## config.mk

```make
export PLATFORM = sky130hd
export DESIGN_NAME = pwr_emu_ctrl
export DESIGN_NICKNAME = d
export VERILOG_FILES = /design/src/rtl/pwr_emu_pkg.sv /design/src/rtl/mc_tick_gen.sv /design/src/rtl/rst_qualifier.sv /design/src/rtl/pd_wake_timer.sv /design/src/rtl/pwr_emu_ctrl.sv
export SDC_FILE = /design/constraint.sdc
export NUM_CORES = 1
export LEC_CHECK = 0
export BUFFER_PORTS_ARGS = -buffer_cell sky130_fd_sc_hd__buf_2
export CAP_MARGIN = 20
export CELL_PAD_IN_SITES_DETAIL_PLACEMENT = 1
export CELL_PAD_IN_SITES_GLOBAL_PLACEMENT = 2
export CORE_UTILIZATION = 24
export DETAILED_ROUTE_END_ITERATION = 7
export PLACE_DENSITY = 0.71
export SLEW_MARGIN = 20
export SYNTH_ARGS = -nofsm -noshare
export SYNTH_HDL_FRONTEND = slang
export SYNTH_SLANG_ARGS = --single-unit
```

## constraint.sdc

```tcl
create_clock -name clk -period 6 [get_ports clk]
set_clock_uncertainty 0.2 [all_clocks]
set_input_delay 0.9 -clock clk [delete_from_list [all_inputs] [get_ports clk]]
set_output_delay 0.9 -clock clk [all_outputs]
set_load 0.05 [all_outputs]
```

## src/rtl/pwr_emu_pkg.sv

```systemverilog
package pwr_emu_pkg;

    typedef enum logic [2:0] {
        ST_RESET = 3'd0,
        ST_RUN   = 3'd1,
        ST_IDLE  = 3'd2,
        ST_PD    = 3'd3,
        ST_WAKE  = 3'd4,
        ST_EMU   = 3'd5
    } pwr_state_e;

    typedef enum logic [1:0] {
        PM_DRIVE = 2'd0,
        PM_WEAK  = 2'd1,
        PM_FLOAT = 2'd2
    } port_mode_e;

    typedef enum logic [1:0] {
        SM_CLOCKED = 2'd0,
        SM_HIGH    = 2'd1,
        SM_LOW     = 2'd2,
        SM_WEAK    = 2'd3
    } strobe_mode_e;

endpackage

```

## src/rtl/mc_tick_gen.sv

```systemverilog
module mc_tick_gen #(
    parameter int MC_DIV = 4
) (
    input  logic clk,
    input  logic rst_ni,
    input  logic run_i,
    output logic tick_o
);
    localparam int CW = (MC_DIV > 2) ? $clog2(MC_DIV) : 1;
    localparam logic [CW-1:0] LAST = CW'(MC_DIV - 1);

    logic [CW-1:0] cnt_d, cnt_q;

    always_comb begin
        cnt_d = cnt_q;
        if (run_i) begin
            cnt_d = (cnt_q == LAST) ? '0 : cnt_q + 1'b1;
        end
    end

    always_ff @(posedge clk or negedge rst_ni) begin
        if (!rst_ni) cnt_q <= '0;
        else         cnt_q <= cnt_d;
    end

    assign tick_o = run_i && (cnt_q == LAST);
endmodule

```

## src/rtl/rst_qualifier.sv

```systemverilog
module rst_qualifier #(
    parameter int RST_MC = 2
) (
    input  logic clk,
    input  logic rst_ni,
    input  logic tick_i,
    input  logic rst_pin,
    input  logic ale_pin,
    input  logic psen_pin,
    output logic active_o,
    output logic strap_o
);
    localparam int CW = $clog2(RST_MC + 1);
    localparam logic [CW-1:0] FULL = CW'(RST_MC);
    localparam logic [CW-1:0] NEAR = CW'(RST_MC - 1);

    typedef struct packed {
        logic [CW-1:0] cnt;
        logic          active;
        logic          strap;
    } qual_t;

    qual_t q_d, q_q;

    always_comb begin
        q_d = q_q;
        if (tick_i) begin
            if (rst_pin) begin
                if (q_q.cnt != FULL) q_d.cnt = q_q.cnt + 1'b1;
                q_d.active = (q_q.cnt >= NEAR);
                q_d.strap  = !ale_pin && psen_pin;
            end else begin
                q_d.cnt    = '0;
                q_d.active = 1'b0;
            end
        end
    end

    always_ff @(posedge clk or negedge rst_ni) begin
        if (!rst_ni) q_q <= '0;
        else         q_q <= q_d;
    end

    assign active_o = q_q.active;
    assign strap_o  = q_q.strap;
endmodule

```

## src/rtl/pd_wake_timer.sv

```systemverilog
module pd_wake_timer #(
    parameter int N_EXT  = 2,
    parameter int STAB_W = 8
) (
    input  logic              clk,
    input  logic              rst_ni,
    input  logic              count_i,
    input  logic [STAB_W-1:0] stab_cycles,
    input  logic [N_EXT-1:0]  int_n,
    input  logic [N_EXT-1:0]  int_en,
    input  logic [N_EXT-1:0]  int_level,
    output logic              wake_req_o,
    output logic              pins_high_o,
    output logic              stab_done_o
);
    localparam logic [STAB_W-1:0] CMAX = '1;

    logic [N_EXT-1:0] low_q, ok_q;
    logic [STAB_W-1:0] cnt_d, cnt_q;

    for (genvar i = 0; i < N_EXT; i++) begin : g_pin
        logic qual;
        assign qual     = int_en[i] && int_level[i];
        assign low_q[i] = qual && !int_n[i];
        assign ok_q[i]  = !qual || int_n[i];
    end

    assign wake_req_o  = |low_q;
    assign pins_high_o = &ok_q;

    always_comb begin
        cnt_d = '0;
        if (count_i) cnt_d = (cnt_q == CMAX) ? cnt_q : cnt_q + 1'b1;
    end

    always_ff @(posedge clk or negedge rst_ni) begin
        if (!rst_ni) cnt_q <= '0;
        else         cnt_q <= cnt_d;
    end

    assign stab_done_o = count_i && (cnt_q >= stab_cycles);
endmodule

```

## src/rtl/pwr_emu_ctrl.sv

```systemverilog
module pwr_emu_ctrl
    import pwr_emu_pkg::*;
#(
    parameter int MC_DIV = 4,
    parameter int RST_MC = 2,
    parameter int N_EXT  = 2,
    parameter int STAB_W = 8
) (
    input  logic              clk,
    input  logic              rst_ni,
    input  logic              rst_pin,
    input  logic              idle_req,
    input  logic              pd_req,
    input  logic              irq_any,
    input  logic [N_EXT-1:0]  int_n,
    input  logic [N_EXT-1:0]  int_en,
    input  logic [N_EXT-1:0]  int_level,
    input  logic              ale_pin,
    input  logic              psen_pin,
    input  logic              ext_exec,
    input  logic [STAB_W-1:0] stab_cycles,
    output logic              cpu_clk_en,
    output logic              osc_en,
    output logic              sfr_rst,
    output logic [1:0]        port0_mode,
    output logic [1:0]        portx_mode,
    output logic [1:0]        strobe_mode,
    output logic              emu_mode
);
    typedef struct packed {
        pwr_state_e state;
    } seq_t;

    seq_t s_d, s_q;

    logic tick, rst_active, strap_ok;
    logic wake_req, pins_high, stab_done;
    port_mode_e   p0_m, px_m;
    strobe_mode_e st_m;

    mc_tick_gen #(.MC_DIV(MC_DIV)) u_tick (
        .clk(clk), .rst_ni(rst_ni), .run_i(osc_en), .tick_o(tick)
    );

    rst_qualifier #(.RST_MC(RST_MC)) u_rstq (
        .clk(clk), .rst_ni(rst_ni), .tick_i(tick), .rst_pin(rst_pin),
        .ale_pin(ale_pin), .psen_pin(psen_pin),
        .active_o(rst_active), .strap_o(strap_ok)
    );

    pd_wake_timer #(.N_EXT(N_EXT), .STAB_W(STAB_W)) u_wake (
        .clk(clk), .rst_ni(rst_ni), .count_i(s_q.state == ST_WAKE),
        .stab_cycles(stab_cycles), .int_n(int_n), .int_en(int_en),
        .int_level(int_level), .wake_req_o(wake_req),
        .pins_high_o(pins_high), .stab_done_o(stab_done)
    );

    // next-state logic
    always_comb begin
        s_d = s_q;
        unique case (s_q.state)
            ST_RESET: begin
                if (tick && !rst_pin) begin
                    s_d.state = (rst_active && strap_ok && !ale_pin) ? ST_EMU : ST_RUN;
                end
            end
            ST_RUN: begin
                if (pd_req)        s_d.state = ST_PD;
                else if (idle_req) s_d.state = ST_IDLE;
            end
            ST_IDLE: begin
                if (irq_any) s_d.state = ST_RUN;
            end
            ST_PD: begin
                if (rst_pin)       s_d.state = ST_RESET;
                else if (wake_req) s_d.state = ST_WAKE;
            end
            ST_WAKE: begin
                if (stab_done && pins_high) s_d.state = ST_RUN;
            end
            ST_EMU: begin
                s_d.state = ST_EMU;
            end
            default: s_d.state = ST_RESET;
        endcase
        if (rst_active && (s_q.state != ST_RESET)) s_d.state = ST_RESET;
    end

    always_ff @(posedge clk or negedge rst_ni) begin
        if (!rst_ni) s_q <= '{state: ST_RESET};
        else         s_q <= s_d;
    end

    // output decode from the registered state
    always_comb begin
        cpu_clk_en = 1'b0;
        osc_en     = 1'b1;
        emu_mode   = 1'b0;
        p0_m       = PM_DRIVE;
        px_m       = PM_DRIVE;
        st_m       = SM_CLOCKED;
        unique case (s_q.state)
            ST_RUN: cpu_clk_en = 1'b1;
            ST_IDLE: begin
                st_m = SM_HIGH;
                p0_m = ext_exec ? PM_FLOAT : PM_DRIVE;
            end
            ST_PD: begin
                osc_en = 1'b0;
                st_m   = SM_LOW;
                p0_m   = ext_exec ? PM_FLOAT : PM_DRIVE;
            end
            ST_WAKE: begin
                st_m = SM_LOW;
                p0_m = ext_exec ? PM_FLOAT : PM_DRIVE;
            end
            ST_EMU: begin
                emu_mode = 1'b1;
                p0_m     = PM_FLOAT;
                px_m     = PM_WEAK;
                st_m     = SM_WEAK;
            end
            default: ;
        endcase
    end

    assign sfr_rst     = rst_active;
    assign port0_mode  = p0_m;
    assign portx_mode  = px_m;
    assign strobe_mode = st_m;
endmodule

```

After elaboration in Yosys (flattened, before gate mapping)
Cells that the tools add are included.
{"block": "word_totals", "register_bits": 17, "input_bits": 23, "wordCells": 77, "output_inout_bits": 10}
{"block": "classes", "n_mux": 22, "eq_ne": 15, "n_reduce_logical": 29, "add_sub_neg": 3, "magnitude_cmp": 2}
{"operator": "3-bit 2-to-1 mux", "count": 10}
{"operator": "3-bit one-hot mux with 6 select lines", "count": 1}
{"operator": "8-bit 2-to-1 mux", "count": 2}
{"operator": "1-bit logical AND", "count": 12}
{"operator": "3-bit != test (second input constant)", "count": 3}
{"operator": "8-bit by 1-bit adder with 8-bit output (second input constant)", "count": 1}
{"operator": "8-bit equality test (second input constant)", "count": 1}
{"operator": "8-bit greater-or-equal comparator", "count": 1}
{"operator": "3-bit by 2-bit equality test with 1-bit output (second input constant)", "count": 2}
{"operator": "3-bit equality test (second input constant)", "count": 2}
{"operator": "1-bit zero test", "count": 6}
{"operator": "2-bit 2-to-1 mux", "count": 3}
{"operator": "2-bit one-hot mux with 3 select lines", "count": 1}
{"operator": "2-bit AND reduction", "count": 3}
{"operator": "5-bit AND reduction", "count": 1}
{"operator": "2-bit by 1-bit adder with 2-bit output (second input constant)", "count": 2}
{"operator": "1-bit 2-to-1 mux", "count": 4}
{"operator": "2-bit != test (second input constant)", "count": 2}
{"operator": "4-bit by 3-bit != test with 1-bit output (second input constant)", "count": 1}
{"operator": "4-bit != test (second input constant)", "count": 1}
{"operator": "2-bit one-hot mux with 2 select lines", "count": 1}
{"operator": "2-bit OR reduction", "count": 2}
{"operator": "3-bit by 1-bit equality test with 1-bit output (second input constant)", "count": 1}
{"operator": "3-bit zero test", "count": 1}
{"operator": "6 further kinds", "count": 7}

Logic depth before layout (Yosys ltp)
{"block": "logic_depth", "ltp_word": 8, "ltp_mapped": 8, "depth_no_buf": 8}

Modules after synthesis
Synthesis repeated with hierarchy kept, for this count alone.
{"block": "hier_totals", "cells_unflattened": 151, "area_unflattened_um2": 1340.0}
{"module": "pd_wake_timer", "seq_area_each_um2": 200.2, "cells_per_inst": 71, "area_per_inst_um2": 620.6, "instances": 1}
{"module": "pwr_emu_ctrl", "seq_area_each_um2": 75.1, "cells_per_inst": 53, "area_per_inst_um2": 397.9, "instances": 1}
{"module": "rst_qualifier", "seq_area_each_um2": 100.1, "cells_per_inst": 20, "area_per_inst_um2": 220.2, "instances": 1}
{"module": "mc_tick_gen", "seq_area_each_um2": 50.0, "cells_per_inst": 7, "area_per_inst_um2": 101.3, "instances": 1}

Worst setup path before layout
Ideal clock, no wire load.
{"block": "synth_path", "path_type": "input -> register", "from": "in stab_cycles[2]", "to": "reg s_q[1] (netlist name)", "setup_ns": 0.128, "cell_stages": 8, "arrival_ns": 2.448, "path_slack_ns": 3.224, "path_buffers": 0, "t_required_ns": 5.672, "path_cell_list": "inv_1 ha_1 and3_1 o21ai_1 a311oi_1 or3_4 a21oi_2 mux2_1"}
{"block": "synth_via", "elab_chain_len": 5}
{"element": "from (decl)", "line_no": "pwr_emu_ctrl.sv:21", "rtl": "input logic [STAB_W-1:0] stab_cycles,"}
{"element": "8-bit greater-or-equal comparator", "line_no": "pd_wake_timer.sv:41", "rtl": "assign stab_done_o = count_i && (cnt_q >= stab_cycles);"}
{"element": "1-bit logical AND", "line_no": "pd_wake_timer.sv:41"}
{"element": "1-bit logical AND", "line_no": "pwr_emu_ctrl.sv:79", "rtl": "if (stab_done && pins_high) s_d.state = ST_RUN;"}
{"element": "3-bit != test (no line)"}
{"element": "5-bit AND reduction (no line)"}
{"element": "to (signal assigned)", "line_no": "pwr_emu_ctrl.sv:90", "rtl": "if (!rst_ni) s_q <= '{state: ST_RESET};"}
{"element": "to (decl)", "line_no": "pwr_emu_ctrl.sv:34", "rtl": "seq_t s_d, s_q;"}
No other way between the ends.
A chain may end at the register's enable or synchronous reset.

Final worst setup path
{"block": "layout_path", "from": "in stab_cycles[1]", "to": "reg s_q[1] (netlist name)"}
The elaborated chain is that of the path after synthesis.

==> results.txt <==
# diodes - 0
initial antenna violation count - 0
status - finished clean
1st-pass router iterations - 3
post-synthesis mux area share - 4.356%
Post-CTS Setup Repair Bufs - 0
largest family of logic cells by synthesized area - simple AND/OR/NAND/NOR gates
fin area - 1498 um^2
Final Util - 29.51%
static leakage power - 0.7331 nW
critical path peak fanout - 3
Setup crit start kind - primary input
clk buf depth - 2
global route overflow - 0
Synth Area in Adders - 11.88%
vias in the first global route - 1183
worst-margin pin slew - 0.5421 ns
Worst-Skew Late Latency - 0.25 ns
Routed WL per cell - 12.78 um
endpoints failing setup - 0
via count - 1121
Filler cells - 624
CTS Root Cell - clkbuf_8
Hold Fails Final Rpt - 0
CTS tree - yes
Area growth syn-to-layout - 18.52%
die area - 5560 um^2
CORE AREA - 5075 um^2
Post-synth ARST share - 100.0%
RSZ-0062 raised after global routing - no
Vert. Die Dim - 74.57 um
TNS Setup - 0 ns
Post-synth EDFFs - 0
placer congestion estimate - 0.7911
first-pass GRT wire length - 5.299 mm
fmax - 367.1 MHz
Worst EP arrival - 2.66 ns
Max VDD drop - 0.1078 mV
placed wire-length estimate - 2.550 mm
# nets final - 209
# DRC - 0
port buffer count - 30
Global Route Usage Sum - 12.59%
Hold Crit Class - reg2reg
Mapped Area - 1264 um^2
mean post-synth cell area - 8.656 um^2
Placed Area - 1451 um^2
layout cells sized above 1 - 23.12%
CTS Hold Bufs - 0
sequential share of the synthesized area - 33.66%
Netlist cell types - 44
Syn Inst Count - 146
Max-Cap Viols - 0
boundary pin count - 33
Synthesis Warnings - 0
initial drt markers - 43
max_slew headroom - 63.53%
row count - 26
Clock transition at path regs - 0.07 ns
vias per inst - 4.613
largest net degree at the start of global routing - 18
Final ANT Viol Nets - 0
Final Power - 0.5338 mW
CTS H-tree lvls - 1
simple-gate share of the synthesized area - 22.18%
Horiz. Die Dim - 74.57 um
Crit. End Element - register
post-synthesis compound-gate area fraction - 16.44%
Final Cycle Share - 45.40%
crit path kind - in2reg
xor/xnor cell area share of the yosys netlist - 2.772%
ys flop type - dfrtp_1
post-CTS sizing - 0
Synth Register Bits - 17
crit path time final - 2.724 ns
clk sinks - 17
fin. max-slew vios - 0
worst path required time - 5.94 ns
CTS Buf Count - 3
Pwr Density - 356.4 nW/um^2
Initial Util - 24.90%
Detailed Route WL - 3.105 mm
-- stage by stage --
stage / hold slack [ns] / cells / setup slack, ns
6_report: 0.2980 / 243 / 3.276
5_1_grt: 0.3374 / 243 / 3.159
4_1_cts: 0.3050 / 243 / 3.240
3_5_place_dp: 0.2860 / 239 / 2.962
3_3_place_gp: 0.2716 / 239 / 3.075
2_1_floorplan: 0.2559 / 147 / 3.224
-- cell usage in the layout, fill, tap and decap left out, drive strengths merged, types with 2 or more instances in the layout --
cell type and n:
xor2 3, buf 30, or3 2, inv 14, o21ai 9, a21o 2
o22ai 3, ha 12, conb 2, nand2 12, dfrtp 17, and3 2
clkbuf 3, mux2 4, a21oi 7, nor3 3, nand4 4, nor2 15
nand3 3, nor2b 2, nand2b 6, nor4b 2
-- cells in the mapped netlist (2+ instances only) --
library cell / count / area share [%]
xor2_1: 3 / 2.1
nor4b_1: 2 / 1.4
clkbuf_1: 2 / 0.59
nand3_1: 3 / 1.2
nand4_1: 4 / 2.0
inv_1: 13 / 3.9
o21ai_1: 7 / 2.8
nor3_1: 3 / 1.2
mux2_1: 4 / 3.6
a21o_1: 2 / 1.2
ha_1: 12 / 12
o21ai_0: 2 / 0.79
a21oi_1: 6 / 2.4
nand2b_1: 5 / 2.5
nor2b_1: 2 / 0.99
nand2_1: 12 / 3.6
buf_4: 4 / 2.4
dfrtp_1: 17 / 34
o22ai_1: 3 / 1.5
and3_1: 2 / 0.99
nor2_1: 15 / 4.5
-- worst paths after layout --
| path | startpoint | endpoint | slack [ns] | cells past startpoint |
|---|---|---|---|---|
| worst max-delay path | stab_cycles[1] | s_q[1] | 3.28 | 9 |
| worst min-delay path | u_rstq.strap_o | u_rstq.strap_o | 0.30 | 2 |
| worst max register to register | u_wake.cnt_q[2] | s_q[1] | 3.60 | 7 |
| worst min register to register | u_rstq.strap_o | u_rstq.strap_o | 0.30 | 2 |
| max in group asynchronous | rst_ni | u_wake.cnt_q[6] | 4.91 | 1 |
| min in group asynchronous | rst_ni | s_q[2] | 0.38 | 1 |
-- registers in the layout, indices dropped and copies added, names as in the netlist --
signal	cells
u_wake.cnt_q	8
u_tick.cnt_q	2
s_q	3
u_rstq.q_q	2
u_rstq.active_o	1
u_rstq.strap_o	1
-- kinds of logic (layout without fill, tap and decap cells) --
| kind of cell | Yosys count | after routing |
|---|---|---|
| XOR/XNOR | 4 | 4 |
| AO/OA/AOI/OAI | 31 | 31 |
| multiplexers | 5 | 5 |
| flip-flops | 17 | 17 |
| AND/OR/NAND/NOR | 54 | 54 |
| adder cells (fa/ha/maj) | 12 | 12 |
| buffers and inverters | 22 | 48 |
| other | 1 | 2 |
-- per-layer routing --
metal  vias up  track usage (%)  share of wire (%)
li1        560                -                  -
met1       537            15.02                 44
met2        22            22.92                 52
met3         2            2.981                4.2
met4         0            2.516               0.35
met5         -                0                  0
-- cell type report --
| type | instances | area [um^2] | share of cell area, % |
|---|---|---|---|
| Clock buffer | 3 | 41.29 | 2.757 |
| Sequential cell | 17 | 425.4 | 28.40 |
| Tap cell | 70 | 87.58 | 5.848 |
| Timing Repair Buffer | 30 | 150.1 | 10.03 |
| Clock inverter | 1 | 5.005 | 0.3342 |
| Multi-Input combinational cell | 108 | 735.7 | 49.12 |
| Inverter | 14 | 52.55 | 3.509 |
-- critical path: stages --
cell	delay, ns
buf_2	0.08
inv_1	0.03
ha_1	0.29
nor2b_1	0.14
o211ai_1	0.17
a311oi_1	0.12
or3_4	0.39
a21oi_2	0.20
mux2_1	0.34
-- power by group --
group	switching, mW	internal [mW]	total (mW)
Combinational	0.163	0.0993	0.262
Sequential	0.0414	0.144	0.185
Clock	0.0404	0.0461	0.0865
Total	0.245	0.289	0.534
No activity file was read; power rests on OpenSTA's default activity.
